`src/rtl/uart_dbtx_pkg.sv`:
```
package uart_dbtx_pkg;

   typedef enum logic [1:0] {
      TXM_SYNC  = 2'd0,
      TXM_8BIT  = 2'd1,
      TXM_9FIX  = 2'd2,
      TXM_9VAR  = 2'd3
   } txmode_e;

   // Nine-bit frames in modes 2 and 3
   function automatic logic mode_has_ninth(input logic [1:0] m);
      return m[1];
   endfunction

   // Holding register is permitted only in the asynchronous modes
   function automatic logic mode_allows_hold(input logic [1:0] m);
      return m != TXM_SYNC;
   endfunction

endpackage

```
`src/rtl/uart_dbtx_hold.sv`:
```
module uart_dbtx_hold #(
   parameter int DATA_W = 8
) (
   input  logic              clk,
   input  logic              rst_n,
   input  logic              wr,
   input  logic [DATA_W-1:0] wr_data,
   input  logic              wr_b9,
   input  logic              take,
   output logic              full,
   output logic [DATA_W-1:0] data,
   output logic              b9
);

   always_ff @(posedge clk or negedge rst_n) begin
      if (!rst_n) begin
         full <= 1'b0;
         data <= '0;
         b9   <= 1'b0;
      end else if (wr && !full) begin
         full <= 1'b1;
         data <= wr_data;
         b9   <= wr_b9;
      end else if (take) begin
         full <= 1'b0;
      end
   end

   // a full holding register keeps its character until the shifter takes it
   a_r10_hold_keep: assert property (@(posedge clk) disable iff (!rst_n)
      (full && !take) |=> (full && $stable(data) && $stable(b9)));

   // a hand-over leaves the register empty
   a_r9_take_empties: assert property (@(posedge clk) disable iff (!rst_n)
      (full && take) |=> !full);

endmodule

```
`src/rtl/uart_dbtx_shifter.sv`:
```
module uart_dbtx_shifter #(
   parameter int DATA_W = 8
) (
   input  logic              clk,
   input  logic              rst_n,
   input  logic              baud_tick,
   input  logic              load_direct,
   input  logic [DATA_W-1:0] load_data,
   input  logic              nine_frame,
   input  logic              dbuf,
   input  logic              live_b9,
   input  logic              hold_full,
   input  logic [DATA_W-1:0] hold_data,
   input  logic              hold_b9,
   output logic              take_hold,
   output logic              stop_begin,
   output logic              busy,
   output logic              txd
);

   localparam int POS_W = $clog2(DATA_W + 3);
   localparam logic [POS_W-1:0] LAST_8 = POS_W'(DATA_W + 1);
   localparam logic [POS_W-1:0] LAST_9 = POS_W'(DATA_W + 2);
   localparam logic [POS_W-1:0] SLOT_9 = POS_W'(DATA_W + 1);
   localparam logic [POS_W-1:0] DLAST  = POS_W'(DATA_W);

   logic              armed;
   logic [POS_W-1:0]  pos;
   logic [POS_W-1:0]  pos_nxt;
   logic [DATA_W-1:0] sh;
   logic              sh9;
   logic              frm9;
   logic              frm_db;
   logic              txd_q;
   logic [POS_W-1:0]  last;
   logic              at_last;
   logic              next_bit;

   function automatic logic pick_bit(input logic [DATA_W-1:0] v,
                                     input logic [POS_W-1:0] idx);
      logic r;
      r = 1'b1;
      for (int i = 0; i < DATA_W; i++) begin
         if (idx == POS_W'(i)) r = v[i];
      end
      return r;
   endfunction

   assign last    = frm9 ? LAST_9 : LAST_8;
   assign at_last = (pos == last);
   assign pos_nxt = pos + 1'b1;

   always_comb begin
      if (pos_nxt <= DLAST)
         next_bit = pick_bit(sh, pos);
      else if (frm9 && pos_nxt == SLOT_9)
         next_bit = frm_db ? sh9 : live_b9;
      else
         next_bit = 1'b1;
   end

   assign take_hold  = hold_full &&
                       (!busy || (baud_tick && !armed && at_last));
   assign stop_begin = baud_tick && busy && !armed && !at_last &&
                       (pos_nxt == last);

   always_ff @(posedge clk or negedge rst_n) begin
      if (!rst_n) begin
         busy   <= 1'b0;
         armed  <= 1'b0;
         pos    <= '0;
         sh     <= '0;
         sh9    <= 1'b0;
         frm9   <= 1'b0;
         frm_db <= 1'b0;
         txd_q  <= 1'b1;
      end else if (!busy && (load_direct || take_hold)) begin
         busy   <= 1'b1;
         armed  <= 1'b1;
         sh     <= load_direct ? load_data : hold_data;
         sh9    <= load_direct ? 1'b0 : hold_b9;
         frm9   <= nine_frame;
         frm_db <= dbuf;
      end else if (baud_tick && busy) begin
         if (armed) begin
            armed <= 1'b0;
            pos   <= '0;
            txd_q <= 1'b0;
         end else if (at_last) begin
            if (take_hold) begin
               sh     <= hold_data;
               sh9    <= hold_b9;
               frm9   <= nine_frame;
               frm_db <= dbuf;
               pos    <= '0;
               txd_q  <= 1'b0;
            end else begin
               busy <= 1'b0;
            end
         end else begin
            pos   <= pos_nxt;
            txd_q <= next_bit;
         end
      end
   end

   assign txd = txd_q;

   // the line moves only on baud-tick cycles
   a_r2_line_on_tick: assert property (@(posedge clk) disable iff (!rst_n)
      !baud_tick |=> $stable(txd_q));

   // an idle shifter holds the line high
   a_r1_idle_high: assert property (@(posedge clk) disable iff (!rst_n)
      !busy |-> txd_q);

   // a hand-over in mid-stream starts the next frame on that tick
   a_r8_no_gap: assert property (@(posedge clk) disable iff (!rst_n)
      (take_hold && busy) |=> !txd_q);

endmodule

```
`src/rtl/uart_dbtx_irq.sv`:
```
module uart_dbtx_irq (
   input  logic clk,
   input  logic rst_n,
   input  logic set,
   input  logic clr,
   output logic flag
);

   always_ff @(posedge clk or negedge rst_n) begin
      if (!rst_n)
         flag <= 1'b0;
      else if (set)
         flag <= 1'b1;
      else if (clr)
         flag <= 1'b0;
   end

   // a set event wins and raises the flag
   a_r12_set_wins: assert property (@(posedge clk) disable iff (!rst_n)
      set |=> flag);

   // a clear without a set drops the flag
   a_r12_clear: assert property (@(posedge clk) disable iff (!rst_n)
      (clr && !set) |=> !flag);

endmodule

```
`src/rtl/uart_dbtx.sv`:
```
module uart_dbtx #(
   parameter int DATA_W   = 8,
   parameter bit USE_HOLD = 1'b1
) (
   input  logic              clk,
   input  logic              rst_n,
   input  logic              wr_en,
   input  logic [DATA_W-1:0] wr_data,
   input  logic              bit9_in,
   input  logic              dbuf_en,
   input  logic [1:0]        mode,
   input  logic              baud_tick,
   input  logic              irq_clr,
   output logic              txd,
   output logic              tx_irq
);
   import uart_dbtx_pkg::*;

   if (DATA_W < 5 || DATA_W > 16) begin : g_bad_width
      $error("uart_dbtx: DATA_W must lie in 5..16");
   end

   logic              dbuf_eff;
   logic              hold_full;
   logic [DATA_W-1:0] hold_data;
   logic              hold_b9;
   logic              hold_wr;
   logic              take_hold;
   logic              stop_begin;
   logic              busy;
   logic              load_direct;
   logic              wr_accept;
   logic              irq_set;

   if (USE_HOLD) begin : g_hold
      assign dbuf_eff = dbuf_en && mode_allows_hold(mode);
      assign hold_wr  = wr_en && dbuf_eff;

      uart_dbtx_hold #(.DATA_W(DATA_W)) u_hold (
         .clk     (clk),
         .rst_n   (rst_n),
         .wr      (hold_wr),
         .wr_data (wr_data),
         .wr_b9   (bit9_in),
         .take    (take_hold),
         .full    (hold_full),
         .data    (hold_data),
         .b9      (hold_b9)
      );
   end else begin : g_nohold
      logic unused_en;
      assign unused_en = dbuf_en;
      assign dbuf_eff  = 1'b0;
      assign hold_wr   = 1'b0;
      assign hold_full = 1'b0;
      assign hold_data = '0;
      assign hold_b9   = 1'b0;
   end

   assign load_direct = wr_en && !dbuf_eff && !busy;
   assign wr_accept   = load_direct || (hold_wr && !hold_full);
   assign irq_set     = dbuf_eff ? take_hold : stop_begin;

   uart_dbtx_shifter #(.DATA_W(DATA_W)) u_shift (
      .clk         (clk),
      .rst_n       (rst_n),
      .baud_tick   (baud_tick),
      .load_direct (load_direct),
      .load_data   (wr_data),
      .nine_frame  (mode_has_ninth(mode)),
      .dbuf        (dbuf_eff),
      .live_b9     (bit9_in),
      .hold_full   (hold_full),
      .hold_data   (hold_data),
      .hold_b9     (hold_b9),
      .take_hold   (take_hold),
      .stop_begin  (stop_begin),
      .busy        (busy),
      .txd         (txd)
   );

   uart_dbtx_irq u_irq (
      .clk   (clk),
      .rst_n (rst_n),
      .set   (irq_set),
      .clr   (irq_clr || wr_accept),
      .flag  (tx_irq)
   );

   // a write during a single-buffered frame leaves the transmitter busy with that frame
   a_r4_busy_ignore: assert property (@(posedge clk) disable iff (!rst_n)
      (wr_en && !dbuf_en && busy && !baud_tick) |=> busy);

   // in the synchronous mode the holding register never fills
   a_r11_sync_nohold: assert property (@(posedge clk) disable iff (!rst_n)
      (mode == TXM_SYNC && !hold_full) |=> !hold_full);

endmodule

```
`config.mk`:
```
export PLATFORM = sky130hd
export DESIGN_NAME = uart_dbtx
export DESIGN_NICKNAME = d
export VERILOG_FILES = /design/src/rtl/uart_dbtx_pkg.sv /design/src/rtl/uart_dbtx_hold.sv /design/src/rtl/uart_dbtx_shifter.sv /design/src/rtl/uart_dbtx_irq.sv /design/src/rtl/uart_dbtx.sv
export SDC_FILE = /design/constraint.sdc
export NUM_CORES = 1
export LEC_CHECK = 0
export BUFFER_PORTS_ARGS = -buffer_cell sky130_fd_sc_hd__buf_2
export CORE_UTILIZATION = 45
export DETAILED_ROUTE_END_ITERATION = 8
export PLACE_DENSITY_LB_ADDON = 0.1
export RECOVER_POWER = 25
export SLEW_MARGIN = 20
export SYNTH_ARGS = -nofsm -noshare
export SYNTH_HDL_FRONTEND = slang
export SYNTH_SLANG_ARGS = --single-unit
export TNS_END_PERCENT = 1
```
`constraint.sdc`:
```
create_clock -name clk -period 2.64 [get_ports clk]
set_input_delay 0.396 -clock clk [delete_from_list [all_inputs] [get_ports clk]]
set_output_delay 0.396 -clock clk [all_outputs]
set_load 0.02 [all_outputs]
```
==> results of run 1 <==
==> metrics by stage <==
stage,power [uW],hold slack [ps],setup WS (ps),utilization,cell area [um^2]
3_3_place_gp,1380,450,467,0.527,1650
3_5_place_dp,1400,455,417,0.527,1650
6_report,1770,315,397,0.554,1730
5_1_grt,1910,298,289,0.554,1730
2_1_floorplan,1260,100,767,-,1510
4_1_cts,1790,91.4,408,0.554,1730
==> cell usage after synthesis <==
cell type,instances,area share
nand2_1,5,0.012
a21o_1,2,0.0099
buf_6,1,0.0074
mux2_2,12,0.089
and3_2,1,0.0050
a22o_1,2,0.012
inv_1,4,0.0099
clkbuf_1,2,0.0050
or2_2,1,0.0041
ha_1,5,0.041
buf_2,1,0.0033
a21oi_1,14,0.046
or3b_4,1,0.0074
nor4_1,1,0.0041
nor4b_1,1,0.0058
dfrtp_1,28,0.46
a32o_1,1,0.0066
xnor2_1,1,0.0058
a2111oi_4,1,0.018
nor3_1,3,0.0099
and3_1,1,0.0041
dfstp_2,1,0.017
and2_2,1,0.0050
a31o_1,1,0.0058
o21ai_0,7,0.023
or3_1,2,0.0083
mux2i_1,13,0.086
nand2b_1,1,0.0041
nand3b_1,2,0.0099
nor3b_1,3,0.015
nand4b_1,1,0.0058
nor2_1,13,0.032
o21ai_2,1,0.0058
nand3_1,3,0.0099
==> metal layers <==
metal,global-route usage,part of all wire,up-vias
met1,0.250,0.48,506
met2,0.295,0.46,18
met5,0,0,-
met3,0.0476,0.031,6
met4,0.136,0.025,0
li1,-,-,538
==> registers in the layout, indices dropped and copies added (netlist names) <==
name and cells:
u_shift.busy 1, u_shift.frm9 1, u_irq.flag 1, u_shift.txd 1, g_hold.u_hold.data 8, u_shift.frm_db 1
g_hold.u_hold.full 1, g_hold.u_hold.b9 1, u_shift.sh9 1, u_shift.sh 8, u_shift.pos 4, u_shift.armed 1
==> cell type report <==
cell class | count | area, um^2
Fill cell | 293 | 1400
Multi-Input combinational cell | 100 | 746
Sequential cell | 29 | 727
Timing Repair Buffer | 20 | 104
Clock buffer | 7 | 55.1
Tap cell | 44 | 55.1
Clock inverter | 1 | 30.0
Inverter | 4 | 15.0
==> worst max-delay path: cells and delay by family, from the launching register on <==
family	cells	cell delay, ps
multiplexers	1	340
AND/OR/NAND/NOR	2	590
AO/OA/AOI/OAI	2	690
flip-flops	1	510
==> worst max path at each step <==
stage,startpoint,end,cells after the start,slack [ps]
2_1_floorplan,u_shift.pos[0],u_shift.frm9,5,770
3_3_place_gp,u_shift.pos[0],u_shift.frm9,5,470
3_5_place_dp,u_shift.pos[0],u_shift.frm9,5,420
4_1_cts,u_shift.pos[0],u_shift.frm9,5,410
5_1_grt,u_shift.pos[0],u_shift.frm9,5,290
6_report,u_shift.pos[0],u_shift.frm9,5,400
==> cells by family after synthesis <==
family / after synthesis
mux: 25
buf+inv: 8
flops: 29
compound gates: 29
fa+ha+maj: 5
xor+xnor: 1
simple gates: 40
==> where the power goes <==
| part | switching, uW | leakage [uW] | internal, uW |
|---|---|---|---|
| logic | 256 | 0.000442 | 323 |
| registers | 166 | 0.000353 | 644 |
| clock network | 154 | 0.0000455 | 226 |
| total | 576 | 0.000841 | 1190 |
==> metrics.md, run 1 <==
| Metric | Value |
|---|---|
| Outcome | finished, violations left |
| Failing checks | max-capacitance violations, max-slew violations |
| Seq/Total Area, Yosys | 0.481 |
| Count of cell types in the netlist | 34 |
| Largest net degree at the start of global routing | 30 |
| Layout Cells excl Fill | 205 |
| Final setup vio count | 0 |
| Later-pin clock latency in the skew report | 320 ps |
| Commonest non-fill, non-tap cell in the layout | dfrtp_1 |
| Mux cell area share after synthesis | 0.175 |
| Worst Tran Pin Value | 1540 ps |
| XOR/XNOR Fraction of Synth Area | 0.00579 |
| Inserted Diodes | 0 |
| CP peak stage delay | 510 ps |
| R2r setup slk | 400 ps |
| Final Skew | 8.92 ps |
| Critical path required time | 2860 ps |
| Max Fclk | 0.446 GHz |
| Min Clock Period, post-route | 2240 ps |
| DRC | 0 |
| Post-Route Setup TNS | 0 ps |
| H-tree lvl count | 2 |
| Yosys warning count | 0 |
| WL/cell | 13.8 um |
| Hpwl dp | 2000 um |
| Detailed Routing Iterations Pass 1 | 4 |
| Cell chain of the critical path | or3b_4 -> a2111oi_4 -> o21ai_2 -> nand2_1 -> mux2_2 |
| Largest family of logic cells by synthesized area | multiplexers |
| Worst r2r path cells | 5 |
| Reg-to-Reg Start | u_shift.pos[0] |
| Cell total after placement | 197 |
| CTS tree | built |
| Crit end category | flop |
| Worst ir drop on vdd | 0.531 mV |
| Setup bufs post-CTS | 0 |
| Hold Path End | g_hold.u_hold.data[3] |
| Via Count | 1068 |
| Compound-Gate Fraction of Synth Area | 0.127 |
| GRT Total Usage | 0.197 |
| Relative slew slack | -0.0281 |
| Routed WL | 2830 um |
| Post-Syn Instances | 137 |
| CTS buffer count | 5 |
| Static leakage | 0.000841 uW |
| Avg Synthesized Cell Area | 11.0 um^2 |
| Antenna Nets Post-Route | 0 |
| #FFs+latches synth | 29 |
| Die height | 60.0 um |
| Iter 0 DRT Violations | 29 |
| RSZ-0062 raised after global routing | no |
| Cell Area, Synth | 0.00151 mm^2 |
| Reg2reg end | u_shift.frm9 |
| First-pass GRT wire length | 4970 um |
| CP Data Arrival Time | 2460 ps |
| Number of global-route vias before repair | 1058 |
| Longest Clk Path Bufs | 2 |
| Vias per inst | 5.21 |
| Initial antenna violation count | 0 |
| Crit Path Class | flop to flop |
| CTS resizes | 0 |
| Max-slew violations | 30 |
| Final Hold Viols | 0 |
| Remaining Overflow, GRT | 0 |
| Clock-pin slew on the worst setup and hold paths | 90 ps |
| Area delta synth->final | 14.6% |
| Core area | 0.00313 mm^2 |
| Crit-path max FO | 12 |
| Synth Area in Adders | 0.0414 |
| Clk root buf | clkbuf_4 |
| Number of clock sinks | 29 |
| Post-CTS Hold Fix Bufs | 0 |
| Pwr Density | 1020 mW/mm^2 |
| Die area | 0.00359 mm^2 |
| Initial core utilization | 0.483 |
| Rows | 20 |
| Hold Path Class | primary input to flop |
| Period utilisation layout | 0.850 |
| Hold depth | 2 |
| Die width | 60.0 um |
| Crit path max-delay cell type | dfrtp_1 |
| Simple-gate share of the synthesized area | 0.143 |
| Most frequent cells in the layout | dfrtp_1 (28), buf_2 (17), a21oi_1 (14) |
| Syn Nets | 159 |
| Nets@finish | 182 |
| PortBufs | 18 |
| Crit path launch type | flop |
| Max-Cap Viols | 1 |
| GPL Wtd Cong | 0.779 |
| Num ports | 19 |
| Hold path start | wr_data[3] |
| Layout cells sized above 1 | 0.280 |
Power figures use the tool's default switching activity.
==> inputs of run 2 (changes only) <==
clock period = 2.18 ns   (was 2.64 ns; I/O delays follow)
==> run 2 against run 1 <==
  * The flow still finishes with violations (max-capacitance violations, max-slew violations)
  * Worst hold slack worse by 68 ps
  * Final cell count rose by 2.0%
  * Die area unchanged
  * Clock skew hardly changed
  * Clock power fell by 20%
  * Sequential cell count stayed put
  * Global-route usage decreased by 0.93 points
  * Count of clock-buffer cells in the layout down 1
  * Fmax up 17%
  * First-iteration DRC count grew 24%
  * Sequential power is 15% higher
  * Critical endpoint is now u_shift.sh[5]
  * Largest cell class unchanged
  * Largest power group unchanged
==> metrics.md, run 2 (synthesis gave the netlist of run 1 again) <==
| Metric | Value |
|---|---|
| Longest Clk Path Bufs | 2 (unchanged) |
| PortBufs | 18 (unchanged) |
| Period utilisation layout | 0.879 (was 0.850) |
| Min Clock Period, post-route | 1920 ps (was 2240 ps) |
| Max Used Layer | met4 (unchanged) |
| Setup WS post-layout | 263 ps (was 397 ps) |
| Relative slew slack | -0.0138 (was -0.0281) |
| Setup bufs post-CTS | 0 (unchanged) |
| RSZ-0062 raised after global routing | no (unchanged) |
| Final Cell Area | 0.00173 mm^2 (about the same) |
| Detailed Routing Iterations Pass 1 | 4 (unchanged) |
| Worst r2r path cells | 6 (was 5) |
| Routed WL | 2720 um (was 2830 um) |
| WL/cell | 13.0 um (was 13.8 um) |
| Hold depth | 2 (unchanged) |
| Post-CTS Hold Fix Bufs | 0 (unchanged) |
| Die area | 0.00359 mm^2 (unchanged) |
| Placement Cell Area | 0.00168 mm^2 (was 0.00165 mm^2) |
| First-pass GRT wire length | 4740 um (was 4970 um) |
| Crit Path Class | flop to flop (unchanged) |
| Hold path start | wr_data[2] (was wr_data[3]) |
| Inserted Diodes | 0 (unchanged) |
| CP Data Arrival Time | 2120 ps (was 2460 ps) |
| Commonest non-fill, non-tap cell in the layout | dfrtp_1 (unchanged) |
| Vias per inst | 5.22 (was 5.21) |
| Initial antenna violation count | 0 (unchanged) |
| Top Registers | g_hold.u_hold.data x8, u_shift.sh x8, u_shift.pos x4 (unchanged) |
| Final setup vio count | 0 (unchanged) |
| Outcome | finished, violations left (unchanged) |
| Most frequent cells in the layout | dfrtp_1 (28), buf_2 (17), a21oi_1 (14) (unchanged) |
| Worst Tran Pin Value | 1520 ps (was 1540 ps) |
| Clock-pin slew on the worst setup and hold paths | 90 ps (about the same) |
| Via Count | 1091 (was 1068) |
| Antenna Nets Post-Route | 0 (unchanged) |
| Area delta synth->final | 14.3% (was 14.6%) |
| Combinational power share | 0.391 (was 0.327) |
| Largest net degree at the start of global routing | 30 (unchanged) |
| Max-slew violations | 30 (unchanged) |
| Clk root buf | clkbuf_4 (unchanged) |
| Wl on met1 | 1300 um (was 1360 um) |
| Die height | 60.0 um (unchanged) |
| Failing checks | max-capacitance violations, max-slew violations (unchanged) |
| CTS buffer count | 5 (unchanged) |
| Reg-to-Reg Start | u_shift.pos[0] (unchanged) |
| Hold Path End | g_hold.u_hold.data[2] (was g_hold.u_hold.data[3]) |
| Layout cells sized above 1 | 0.297 (was 0.280) |
| Reg2reg end | u_shift.sh[5] (was u_shift.frm9) |
| Post-Route Setup TNS | 0 ps (unchanged) |
| Sw frac | 0.345 (was 0.326) |
| Num ports | 19 (unchanged) |
| Crit end category | flop (unchanged) |
| Remaining Overflow, GRT | 0 (unchanged) |
| Sequential Power Share | 0.459 (was 0.458) |
| Pwr Density | 1170 mW/mm^2 (was 1020 mW/mm^2) |
| Hpwl dp | 1980 um (was 2000 um) |
| Crit-path max FO | 11 (was 12) |
| GPL Wtd Cong | 0.758 (was 0.779) |
| Number of clock sinks | 29 (unchanged) |
| Iter 0 DRT Violations | 36 (was 29) |
| CTS resizes | 0 (unchanged) |
| DP Worst Slack | 276 ps (was 417 ps) |
| Core area | 0.00313 mm^2 (unchanged) |
| Final Skew | 8.66 ps (was 8.92 ps) |
| CTS tree | built (unchanged) |
| Hold Path Class | primary input to flop (unchanged) |
| Net Switching | 699 uW (was 576 uW) |
| Static leakage | 0.000847 uW (was 0.000841 uW) |
| Metal3 WL | 125 um (was 87 um) |
| Layout Cells excl Fill | 209 (was 205) |
| Wire length on met2 | 1270 um (was 1310 um) |
| Later-pin clock latency in the skew report | 320 ps (about the same) |
| DRC | 0 (unchanged) |
| Number of global-route vias before repair | 1050 (was 1058) |
| Internal | 1330 uW (was 1190 uW) |
| Final Hold Viols | 0 (unchanged) |
| Rows | 20 (unchanged) |
| GRT Total Usage | 0.188 (was 0.197) |
| R2r setup slk | 260 ps (was 400 ps) |
| Clock Power Share | 0.150 (was 0.215) |
| Max-Cap Viols | 1 (unchanged) |
| Crit path launch type | flop (unchanged) |
| H-tree lvl count | 2 (unchanged) |
| Critical path required time | 2380 ps (was 2860 ps) |
| Cell total after placement | 201 (was 197) |
| Worst ir drop on vdd | 0.460 mV (was 0.531 mV) |
| Initial core utilization | 0.483 (unchanged) |
| Nets@finish | 186 (was 182) |
| Max Fclk | 0.522 GHz (was 0.446 GHz) |
| Die width | 60.0 um (unchanged) |
[run 2: worst max path at each step]
stage,from,end,slack [ps],cells past startpoint
floorplan,u_shift.pos[0],u_shift.frm9,310,5
global placement,u_shift.frm9,u_shift.sh[6],320,6
detailed placement,u_shift.frm9,u_shift.sh[5],280,6
CTS,u_shift.frm9,u_shift.sh[5],260,6
global route,u_shift.pos[0],u_irq.flag,120,7
finish,u_shift.pos[0],u_shift.sh[5],260,6
[run 2: stage by stage]
stage	power [uW]	util	hold slack (ps)
after floorplan	1520	-	31.4
after global placement	1720	0.536	382
after detailed placement	1740	0.536	390
after CTS	2060	0.553	24.1
after global routing	2200	0.552	224
final	2020	0.552	247
[run 2: area by class of cell]
| type | count | area [um^2] |
|---|---|---|
| sequential | 29 | 727 |
| inverter | 4 | 15.0 |
| tap | 44 | 55.1 |
| fill | 296 | 1400 |
| timing repair buffer | 24 | 134 |
| multi-input combinational | 100 | 746 |
| clock buffer | 6 | 41.3 |
| clock inverter | 2 | 10.0 |
[run 2: worst max-delay path, cell delays in order (launching register included)]
cell	delay, ps
dfrtp_1	430
or3b_4	420
a2111oi_4	390
o21ai_2	90
buf_4	200
mux2i_1	160
a21oi_1	80
[run 2: layer usage]
layer,global-route usage,vias up
met4,0.0997,0
met5,0,-
met2,0.294,27
met1,0.231,511
li1,-,551
met3,0.0584,2
[run 2: power groups by stage]
stage	Sequential (uW)	Combinational (uW)	Clock, uW
detailed placement	947	798	0
floorplan	936	586	0
global route	969	889	340
finish	930	791	303
global placement	935	781	0
CTS	935	801	319
